## src/rtl/exc_entry_pkg.sv

```systemverilog
package exc_entry_pkg;

  typedef enum logic [3:0] {
    EXC_NONE    = 4'd0,
    EXC_RESET   = 4'd1,
    EXC_BUSERR  = 4'd2,
    EXC_DPAGE   = 4'd3,
    EXC_IPAGE   = 4'd4,
    EXC_TICK    = 4'd5,
    EXC_ALIGN   = 4'd6,
    EXC_ILLEGAL = 4'd7,
    EXC_EXTINT  = 4'd8,
    EXC_DTLB    = 4'd9,
    EXC_ITLB    = 4'd10,
    EXC_RANGE   = 4'd11,
    EXC_SYSCALL = 4'd12,
    EXC_FPE     = 4'd13,
    EXC_TRAP    = 4'd14
  } exc_code_e;

  // status word bit positions
  localparam int unsigned SR_SUPV   = 0;
  localparam int unsigned SR_TMR_EN = 1;
  localparam int unsigned SR_IRQ_EN = 2;
  localparam int unsigned SR_DMMU   = 5;
  localparam int unsigned SR_IMMU   = 6;
  localparam int unsigned SR_DSLOT  = 13;
  localparam int unsigned SR_HIPAGE = 14;

  // power-management word bit positions
  localparam int unsigned PM_DOZE   = 4;
  localparam int unsigned PM_SLEEP  = 5;

  localparam int unsigned INSN_BYTES = 4;

endpackage

```

## src/rtl/exc_cause_sel.sv

```systemverilog
module exc_cause_sel
  import exc_entry_pkg::*;
#(
  parameter int unsigned CODE_W  = 4,
  parameter int unsigned NUM_EXC = 15
) (
  input  logic [CODE_W-1:0] code_i,
  input  logic              irq_ext_i,
  input  logic              irq_tmr_i,
  input  logic              irq_en_i,
  input  logic              tmr_en_i,
  output logic [CODE_W-1:0] code_o,
  output logic              from_irq_o,
  output logic              usable_o
);

  logic ext_ok;
  logic tmr_ok;

  assign ext_ok = irq_ext_i & irq_en_i;
  assign tmr_ok = irq_tmr_i & tmr_en_i;

  always_comb begin
    code_o     = code_i;
    from_irq_o = 1'b0;
    if (code_i == '0) begin
      if (tmr_ok) begin
        code_o     = CODE_W'(EXC_TICK);
        from_irq_o = 1'b1;
      end else if (ext_ok) begin
        code_o     = CODE_W'(EXC_EXTINT);
        from_irq_o = 1'b1;
      end
    end
  end

  assign usable_o = (code_o != '0) && (32'(code_o) < NUM_EXC);

  // an interrupt-chosen cause is always usable
  always_comb begin
    a_r3_irq_cause_usable: assert (!from_irq_o || usable_o);
  end

endmodule

```

## src/rtl/exc_vector_gen.sv

```systemverilog
module exc_vector_gen #(
  parameter int unsigned XLEN      = 32,
  parameter int unsigned CODE_W    = 4,
  parameter int unsigned VEC_SHIFT = 8,
  parameter int unsigned HI_BITS   = 4
) (
  input  logic [CODE_W-1:0] code_i,
  input  logic [XLEN-1:0]   base_i,
  input  logic              base_en_i,
  input  logic              hipage_i,
  output logic [XLEN-1:0]   vec_o
);

  localparam logic [XLEN-1:0] HI_MASK = {{HI_BITS{1'b1}}, {(XLEN-HI_BITS){1'b0}}};

  logic [XLEN-1:0] offset;

  assign offset = XLEN'(code_i) << VEC_SHIFT;

  assign vec_o = offset
               | (base_en_i ? base_i  : '0)
               | (hipage_i  ? HI_MASK : '0);

endmodule

```

## src/rtl/exc_state_calc.sv

```systemverilog
module exc_state_calc
  import exc_entry_pkg::*;
#(
  parameter int unsigned XLEN   = 32,
  parameter int unsigned CODE_W = 4
) (
  input  logic [CODE_W-1:0] code_i,
  input  logic [XLEN-1:0]   pc_i,
  input  logic [XLEN-1:0]   sr_i,
  input  logic [XLEN-1:0]   pmr_i,
  input  logic              dflag_i,
  output logic [XLEN-1:0]   sr_o,
  output logic [XLEN-1:0]   esr_o,
  output logic [XLEN-1:0]   pmr_o,
  output logic [XLEN-1:0]   epcr_o,
  output logic              illegal_o
);

  localparam logic [XLEN-1:0] STEP = XLEN'(INSN_BYTES);

  logic [XLEN-1:0] sr_marked;
  logic [XLEN-1:0] ret_base;
  logic            is_syscall;

  always_comb begin
    sr_marked           = sr_i;
    sr_marked[SR_DSLOT] = dflag_i;
  end

  always_comb begin
    sr_o            = sr_marked;
    sr_o[SR_DMMU]   = 1'b0;
    sr_o[SR_IMMU]   = 1'b0;
    sr_o[SR_IRQ_EN] = 1'b0;
    sr_o[SR_TMR_EN] = 1'b0;
    sr_o[SR_SUPV]   = 1'b1;
  end

  always_comb begin
    pmr_o           = pmr_i;
    pmr_o[PM_DOZE]  = 1'b0;
    pmr_o[PM_SLEEP] = 1'b0;
  end

  assign esr_o      = sr_marked;
  assign is_syscall = (code_i == CODE_W'(EXC_SYSCALL));
  assign illegal_o  = (code_i == CODE_W'(EXC_ILLEGAL));
  assign ret_base   = dflag_i ? (pc_i - STEP) : pc_i;
  assign epcr_o     = is_syscall ? (ret_base + STEP) : ret_base;

endmodule

```

## src/rtl/exc_entry_ctrl.sv

```systemverilog
module exc_entry_ctrl
  import exc_entry_pkg::*;
#(
  parameter int unsigned XLEN      = 32,
  parameter int unsigned CODE_W    = 4,
  parameter int unsigned NUM_EXC   = 15,
  parameter int unsigned VEC_SHIFT = 8,
  parameter int unsigned HI_BITS   = 4
) (
  input  logic              clk,
  input  logic              rst,
  input  logic              entry_i,
  input  logic [CODE_W-1:0] exc_code_i,
  input  logic              irq_ext_i,
  input  logic              irq_tmr_i,
  input  logic [XLEN-1:0]   pc_i,
  input  logic [XLEN-1:0]   sr_i,
  input  logic [XLEN-1:0]   pmr_i,
  input  logic [XLEN-1:0]   evbar_i,
  input  logic              evbar_en_i,
  input  logic              dflag_i,
  output logic [XLEN-1:0]   pc_o,
  output logic [XLEN-1:0]   sr_o,
  output logic [XLEN-1:0]   esr_o,
  output logic [XLEN-1:0]   epcr_o,
  output logic [XLEN-1:0]   eear_o,
  output logic [XLEN-1:0]   pmr_o,
  output logic              eear_we_o,
  output logic              commit_o,
  output logic              taken_o,
  output logic              abort_o
);

  localparam logic [XLEN-1:0] SR_RESET = XLEN'(1) << SR_SUPV;

  logic [CODE_W-1:0] cause;
  logic              cause_irq;
  logic              cause_ok;
  logic [XLEN-1:0]   vec_n;
  logic [XLEN-1:0]   sr_n;
  logic [XLEN-1:0]   esr_n;
  logic [XLEN-1:0]   pmr_n;
  logic [XLEN-1:0]   epcr_n;
  logic              illegal_n;

  exc_cause_sel #(
    .CODE_W  (CODE_W),
    .NUM_EXC (NUM_EXC)
  ) u_sel (
    .code_i     (exc_code_i),
    .irq_ext_i  (irq_ext_i),
    .irq_tmr_i  (irq_tmr_i),
    .irq_en_i   (sr_i[SR_IRQ_EN]),
    .tmr_en_i   (sr_i[SR_TMR_EN]),
    .code_o     (cause),
    .from_irq_o (cause_irq),
    .usable_o   (cause_ok)
  );

  exc_vector_gen #(
    .XLEN      (XLEN),
    .CODE_W    (CODE_W),
    .VEC_SHIFT (VEC_SHIFT),
    .HI_BITS   (HI_BITS)
  ) u_vec (
    .code_i    (cause),
    .base_i    (evbar_i),
    .base_en_i (evbar_en_i),
    .hipage_i  (sr_i[SR_HIPAGE]),
    .vec_o     (vec_n)
  );

  exc_state_calc #(
    .XLEN   (XLEN),
    .CODE_W (CODE_W)
  ) u_calc (
    .code_i    (cause),
    .pc_i      (pc_i),
    .sr_i      (sr_i),
    .pmr_i     (pmr_i),
    .dflag_i   (dflag_i),
    .sr_o      (sr_n),
    .esr_o     (esr_n),
    .pmr_o     (pmr_n),
    .epcr_o    (epcr_n),
    .illegal_o (illegal_n)
  );

  always_ff @(posedge clk) begin
    if (rst) begin
      pc_o      <= '0;
      sr_o      <= SR_RESET;
      esr_o     <= '0;
      epcr_o    <= '0;
      eear_o    <= '0;
      pmr_o     <= '0;
      eear_we_o <= 1'b0;
      commit_o  <= 1'b0;
      taken_o   <= 1'b0;
      abort_o   <= 1'b0;
    end else begin
      eear_we_o <= 1'b0;
      commit_o  <= 1'b0;
      taken_o   <= 1'b0;
      abort_o   <= 1'b0;
      if (entry_i) begin
        if (cause_ok) begin
          pc_o      <= vec_n;
          sr_o      <= sr_n;
          esr_o     <= esr_n;
          epcr_o    <= epcr_n;
          pmr_o     <= pmr_n;
          commit_o  <= 1'b1;
          taken_o   <= cause_irq;
          eear_we_o <= illegal_n;
          if (illegal_n) begin
            eear_o <= pc_i;
          end
        end else begin
          abort_o <= 1'b1;
        end
      end
    end
  end

  // a quiet strobe raises no pulse
  a_r2_quiet_strobe: assert property (@(posedge clk) disable iff (rst)
    !entry_i |=> (!commit_o && !abort_o));

  // unusable cause aborts without committing
  a_r9_bad_cause_aborts: assert property (@(posedge clk) disable iff (rst)
    (entry_i && !cause_ok) |=> (abort_o && !commit_o));

  // an abort leaves the state untouched
  a_r9_abort_holds: assert property (@(posedge clk) disable iff (rst)
    abort_o |-> ($stable(pc_o) && $stable(sr_o) && $stable(epcr_o) && $stable(eear_o)));

  // supervisor entry with enables and mode bits cleared
  a_r6_supervisor_entry: assert property (@(posedge clk) disable iff (rst)
    commit_o |-> (sr_o[SR_SUPV] && !sr_o[SR_IRQ_EN] && !sr_o[SR_TMR_EN]
                  && !sr_o[SR_DMMU] && !sr_o[SR_IMMU]));

  // saved and new status agree on the delay-slot record
  a_r6_dslot_agree: assert property (@(posedge clk) disable iff (rst)
    commit_o |-> (esr_o[SR_DSLOT] == sr_o[SR_DSLOT]));

  // power-saving bits cleared on commit
  a_r7_pm_cleared: assert property (@(posedge clk) disable iff (rst)
    commit_o |-> (!pmr_o[PM_DOZE] && !pmr_o[PM_SLEEP]));

  // handler vector aligned to the slot size
  a_r8_vec_aligned: assert property (@(posedge clk) disable iff (rst)
    commit_o |-> (pc_o[VEC_SHIFT-1:0] == '0));

  // interrupt flag only with a commit
  a_r3_taken_commits: assert property (@(posedge clk) disable iff (rst)
    taken_o |-> commit_o);

  // effective address captured from the entry PC
  a_r5_eear_capture: assert property (@(posedge clk) disable iff (rst)
    eear_we_o |-> (commit_o && eear_o == $past(pc_i)));

endmodule

```

## config.mk

```make
export PLATFORM = sky130hd
export DESIGN_NAME = exc_entry_ctrl
export DESIGN_NICKNAME = d
export VERILOG_FILES = /design/src/rtl/exc_entry_pkg.sv /design/src/rtl/exc_cause_sel.sv /design/src/rtl/exc_vector_gen.sv /design/src/rtl/exc_state_calc.sv /design/src/rtl/exc_entry_ctrl.sv
export SDC_FILE = /design/constraint.sdc
export NUM_CORES = 1
export LEC_CHECK = 0
export ABC_AREA = 1
export CORE_MARGIN = 5
export CORE_UTILIZATION = 52
export DETAILED_ROUTE_END_ITERATION = 10
export DONT_BUFFER_PORTS = 1
export PLACE_DENSITY = 0.67
export SLEW_MARGIN = 20
export SYNTH_ARGS = -nofsm -noshare
export SYNTH_HDL_FRONTEND = slang
export SYNTH_SLANG_ARGS = --single-unit
```

## constraint.sdc

```tcl
create_clock -name clk -period 2.44 [get_ports clk]
set_input_delay 0.244 -clock clk [delete_from_list [all_inputs] [get_ports clk]]
set_output_delay 0.244 -clock clk [all_outputs]
set_load 0.02 [all_outputs]
```

======== Word level (Yosys, flattened, before mapping) ========
Cells that the tools add are included.
W data, S select, Z words.
word-level totals
  bits in writable memories ............... 0
  memories kept ........................... 0
  output and inout bits ................... 196
  register bits after elaboration ......... 189
  bits in read-only memories .............. 0
  bits of input ports ..................... 139
  latch bits .............................. 0
cells by class
  reduce and logical (&&, ||, !) cells .... 8
  $lt $le $gt $ge ......................... 1
  equality and inequality tests ........... 2
  multiply operators ...................... 0
  shift-type cells ........................ 0
  div/mod/pow operators ................... 0
  add/subtract/negate cells ............... 2
  bitwise logic cells ..................... 7
  mux-type cells .......................... 11
operator list
  operator                 count
  $mux W32                 4
  $add A32 B3 Y32 const B  1
  $or A12 B32 Y32          1
  $or A32 B32 Y32          1
  $sub A32 B3 Y32 const B  1
  $mux W4                  3
  $eq A4 B3 Y1 const B     1
  $eq A4 B4 Y1 const B     1
  $logic_not A4 Y1         1
  $lt A4 B4 Y1 const B     1
  $mux W1                  4
  $reduce_bool A4 Y1       1
  $reduce_or A4 Y1         1
  $not A1 Y1               3
  $reduce_and A3 Y1        1
  $reduce_or A3 Y1         1
  $and A1 B1 Y1            2
  $reduce_and A2 Y1        1
  $reduce_or A2 Y1         1
  $logic_and A1 B1 Y1      1

======== Logic depth before layout (Yosys ltp) ========
  word-level depth ........................ 8
  mapped depth ............................ 19

======== Cells and area by module ========
A second synthesis with hierarchy kept.
second synthesis, totals
  cell total of the unflattened synthesis .. 1523
  area, all modules ....................... 10072.2 um^2
modules (own cells, without submodules)
  module          area each (um^2)  cells an instance  instances  sequential area each (um^2)
  exc_entry_ctrl  6877.8            907                1          3923.8
  exc_state_calc  2785.2            519                1          0.0
  exc_vector_gen  292.8             72                 1          0.0
  exc_cause_sel   116.4             25                 1          0.0

======== Least setup slack after synthesis ========
No wires, ideal clock.
  path type ............................... input to register
  start point ............................. input pc_i[2]
  end point ............................... register epcr_o[28]
  data arrival time ....................... 1.827 ns
  path slack .............................. 0.504 ns
  buffers on the path ..................... 0
  cell stages on the path ................. 15
  library setup time ...................... 0.109 ns
  path through ............................ inv_2 -> ha_1 -> o21ai_1 -> ha_1 -> nand2_1 -> nor2_2 -> nand3_1 -> nor2_1 -> nand2_1 -> nor2_4 -> nand3_1 -> nand2_1 -> nand3_1 -> nand2_1 -> inv_1
on the way
  word-level cells in the longest chain between the ends .. 4
RTL lines
  element               RTL line               text
  from (decl)           exc_entry_ctrl.sv:16   input logic [XLEN-1:0] pc_i,
  $sub A32 B3 Y32       exc_state_calc.sv:48   assign ret_base = dflag_i ? (pc_i - STEP) : pc_i;
  $mux W32 (*)          exc_state_calc.sv:48
  $add A32 B3 Y32       exc_state_calc.sv:49   assign epcr_o = is_syscall ? (ret_base + STEP) : ret_base;
  $mux W32 (*)          exc_state_calc.sv:49
  to (signal assigned)  exc_entry_ctrl.sv:111  epcr_o <= epcr_n;
  to (decl)             exc_entry_ctrl.sv:25   output logic [XLEN-1:0] epcr_o,
Every way passes the cells marked *; elsewhere a longest branch is shown, timed or not.
A chain may end at the register's enable or synchronous reset.

======== Final worst setup path ========
  start point ............................. input dflag_i
  end point ............................... register epcr_o[12]
on the way
  word-level cells in the longest chain between the ends .. 3
RTL lines
  element          RTL line              text
  from (decl)      exc_entry_ctrl.sv:21  input logic dflag_i,
  $mux W32 (*)     exc_state_calc.sv:48
  $add A32 B3 Y32  exc_state_calc.sv:49
  $mux W32 (*)     exc_state_calc.sv:49
Marked as above.

==> run summary <==
Leak: 4.19 nW
Ports: 335
adder-cell share of the synthesized area: 0.00305
ys flop type: dfxtp_1
H-tree depth: 4
first-pass GRT wire length: 39.0 mm
overall routing resource usage: 0.265
worst hold path type: input pin to register
Critical Path RT: 2.76 ns
Place WS: 0.147 ns
peak supply drop: 482 µV
ANT cells: 0
warnings from Yosys: 0
initial antenna violation count: 0
number of CTS-inserted buffers: 17
Fmax: 447 MHz
number of global-route vias before repair: 7188
pin count of the biggest net entering global routing: 91
Startpoint Class: input pin
synthesized instance count: 1195
Seq/Total Area, Yosys: 0.396
Initial Utilization: 0.535
critical path class: input pin to register
post-synthesis cell area: 0.00819 mm²
fin nets: 1399
die area: 0.0184 mm²
RSZ-0062 raised after global routing: false
area grow syn2layout: 20.6%
top-count cell post-synth: nand2_1
Area after DPL: 0.00808 mm²
Max Slew Vio Count: 0
die height: 136 µm
top-area cell type share of the netlist area: 0.396
Mapped Avg Cell Area: 6.86 µm²
worst setup margin: 0.201 ns
Synth area leader: dfxtp_1
max_cap viols: 0
Max-slew headroom: 0.314
largest family of logic cells by synthesized area: simple AND/OR/NAND/NOR gates
Final Hold Fails: 0
clk sink count: 162
mux contribution to synthesized area: 0
GPL Wtd Cong: 0.885
drt wl/cell: 17.3 µm
Distinct cells, synth: 44
post-layout min period: 2.24 ns
GRT overflow: 0
Reg-to-Reg Start: pc_o[11]
initial DRC count: 572
most common library cells after synthesis: nand2_1 (370), dfxtp_1 (162), a21oi_1 (115), inv_1 (102), nand3_1 (78)
Worst Skew: 0 ns
largest cells by area after synthesis: dfxtp_1 (40%), nand2_1 (17%), a21oi_1 (7.0%), nand3_1 (4.8%), inv_1 (4.7%)
CTS tree: built
IO buf count: 0
row count: 45
CTS max path bufs: 2
clock transition at the registers of the reported paths: 0.07 ns
number of iterations in the first detailed-routing pass: 7
EDFF count, synth: 0
Power Dens Cells: 673 mW/mm²
Design Area, Final: 0.00988 mm²
detailed-route vias per instance: 5.31
crit path launch: dflag_i
flops & latches, synth: 162
Core Box Area: 0.0153 mm²
share of layout cells above drive strength 1: 0.0905
ANT nets after route: 0
Synth Area in Simple Gates: 0.343
Worst EP arrival: 2.56 ns
Root Driver: clkbuf_16
utilization after layout: 0.645
DPL Wire Length: 17.6 mm
worst slew pin tran: 1.03 ns
via count: 7863
total negative slack: 0 ns
asr flop ratio synth: 0
clk_lat worst skew: 0.43 ns
Min-Delay Startpoint: pc_i[19]
drt total wl: 25.6 mm
CP Max Fanout: 7
final setup fails: 0
drc violations: 0
Synth Area in XOR/XNOR: 0.00534
Final period util: 0.918
compound-cell area share of the yosys netlist: 0.136
outcome: completed
DIE WIDTH: 136 µm
Crit. End Element: register
[critical path: stages]
cell           delay, ns
dlygate4sd3_1       0.57
inv_2               0.11
nand2_1             0.05
o21ai_1             0.16
ha_1                0.23
nand2_1             0.07
nor2_2              0.19
nand2_1             0.14
nor3_2              0.35
or2_2               0.17
nand3_1             0.10
o211ai_1            0.11
inv_1               0.05
[layout make-up]
type,count,area [µm²]
inverter,111,417
fill,1347,5440
sequential,162,3240
clock buffer,19,443
tap,211,264
clock inverter,13,161
timing repair buffer,127,1320
multi-input combinational,839,4030
[state kept, by name (all words and copies together), names as in the netlist]
| register | cells |
|---|---|
| eear_o | 32 |
| pc_o | 32 |
| esr_o | 32 |
| eear_we_o | 1 |
| abort_o | 1 |
| pmr_o | 30 |
| epcr_o | 32 |
| taken_o | 1 |
| commit_o | 1 |
[metal layers]
| metal | wire length, µm | GRT usage | vias to the layer above |
|---|---|---|---|
| met3 | 2320 | 0.0925 | 52 |
| met4 | 489 | 0.0711 | 0 |
| met1 | 10100 | 0.314 | 3536 |
| li1 | - | - | 3942 |
| met5 | 0 | 0 | - |
| met2 | 12700 | 0.457 | 333 |
[report_power, final]
group          switching (W)  internal (W)  total [W]  leakage (nW)
clock network        0.00119       0.00157    0.00276         0.294
logic               0.000434      0.000313   0.000748          2.57
registers           0.000352       0.00280    0.00315          1.33
[logic make-up (layout without fill, tap and decap cells)]
kind of cell    after synthesis  after routing
xor+xnor                      5              5
simple gates                612            612
flops                       162            162
other cells                   2              7
compound gates              213            213
fa+ha+maj                     2              2
buf+inv                     199            270
[timing repair]
item,in CTS,in global routing
setup endpoints to repair,0,1
gates resized for setup,0,1
setup buffers,0,1
hold buffers,115,0
endpoints found under the hold margin,115,0
[cells in the final DEF, fill, tap and decap left out, types with 2 or more instances in the layout]
cell type and n:
bufinv_16 2, clkbuf_16 17, o21bai_1 2, nand2_1 370, inv_2 8, o211ai_1 3
a31oi_1 4, conb_1 7, buf_4 7, nand2_4 3, nand3_2 3, inv_6 6
nor3_1 3, nand2_2 16, o21ai_1 35, nor2_1 68, buf_12 5, nand4_1 26
nor2_2 15, dlygate4sd3_1 114, nor2_4 13, dfxtp_1 162, a22oi_1 6, nor3_2 3
ha_1 2, or2_2 2, nand3_4 3, inv_1 101, clkinv_1 2, xor2_1 4
nand3b_1 3, nor2_8 2, a21oi_1 115, o21ai_0 44, nand3_1 78
[path summary, 6_finish.rpt]
| check | end | slack, ns | cells after the start |
|---|---|---|---|
| worst min register to register | eear_o[18] | 0.55 | 2 |
| worst max register to register | pc_o[11] | 1.06 | 3 |
| worst max-delay path | epcr_o[12] | 0.20 | 13 |
| worst min-delay path | eear_o[19] | 0.005 | 2 |
[through the flow]
step	std cells	hold slack, ns	total power, W
detailed placement	1334	0.324	0.00376
CTS	1481	0.000665	0.00668
global route	1482	0.000492	0.00691
finish	1482	0.00545	0.00665
global placement	1334	0.320	0.00375
floorplan	1200	0.369	0.00366
Note: power is estimated with default switching activity, not from simulation.
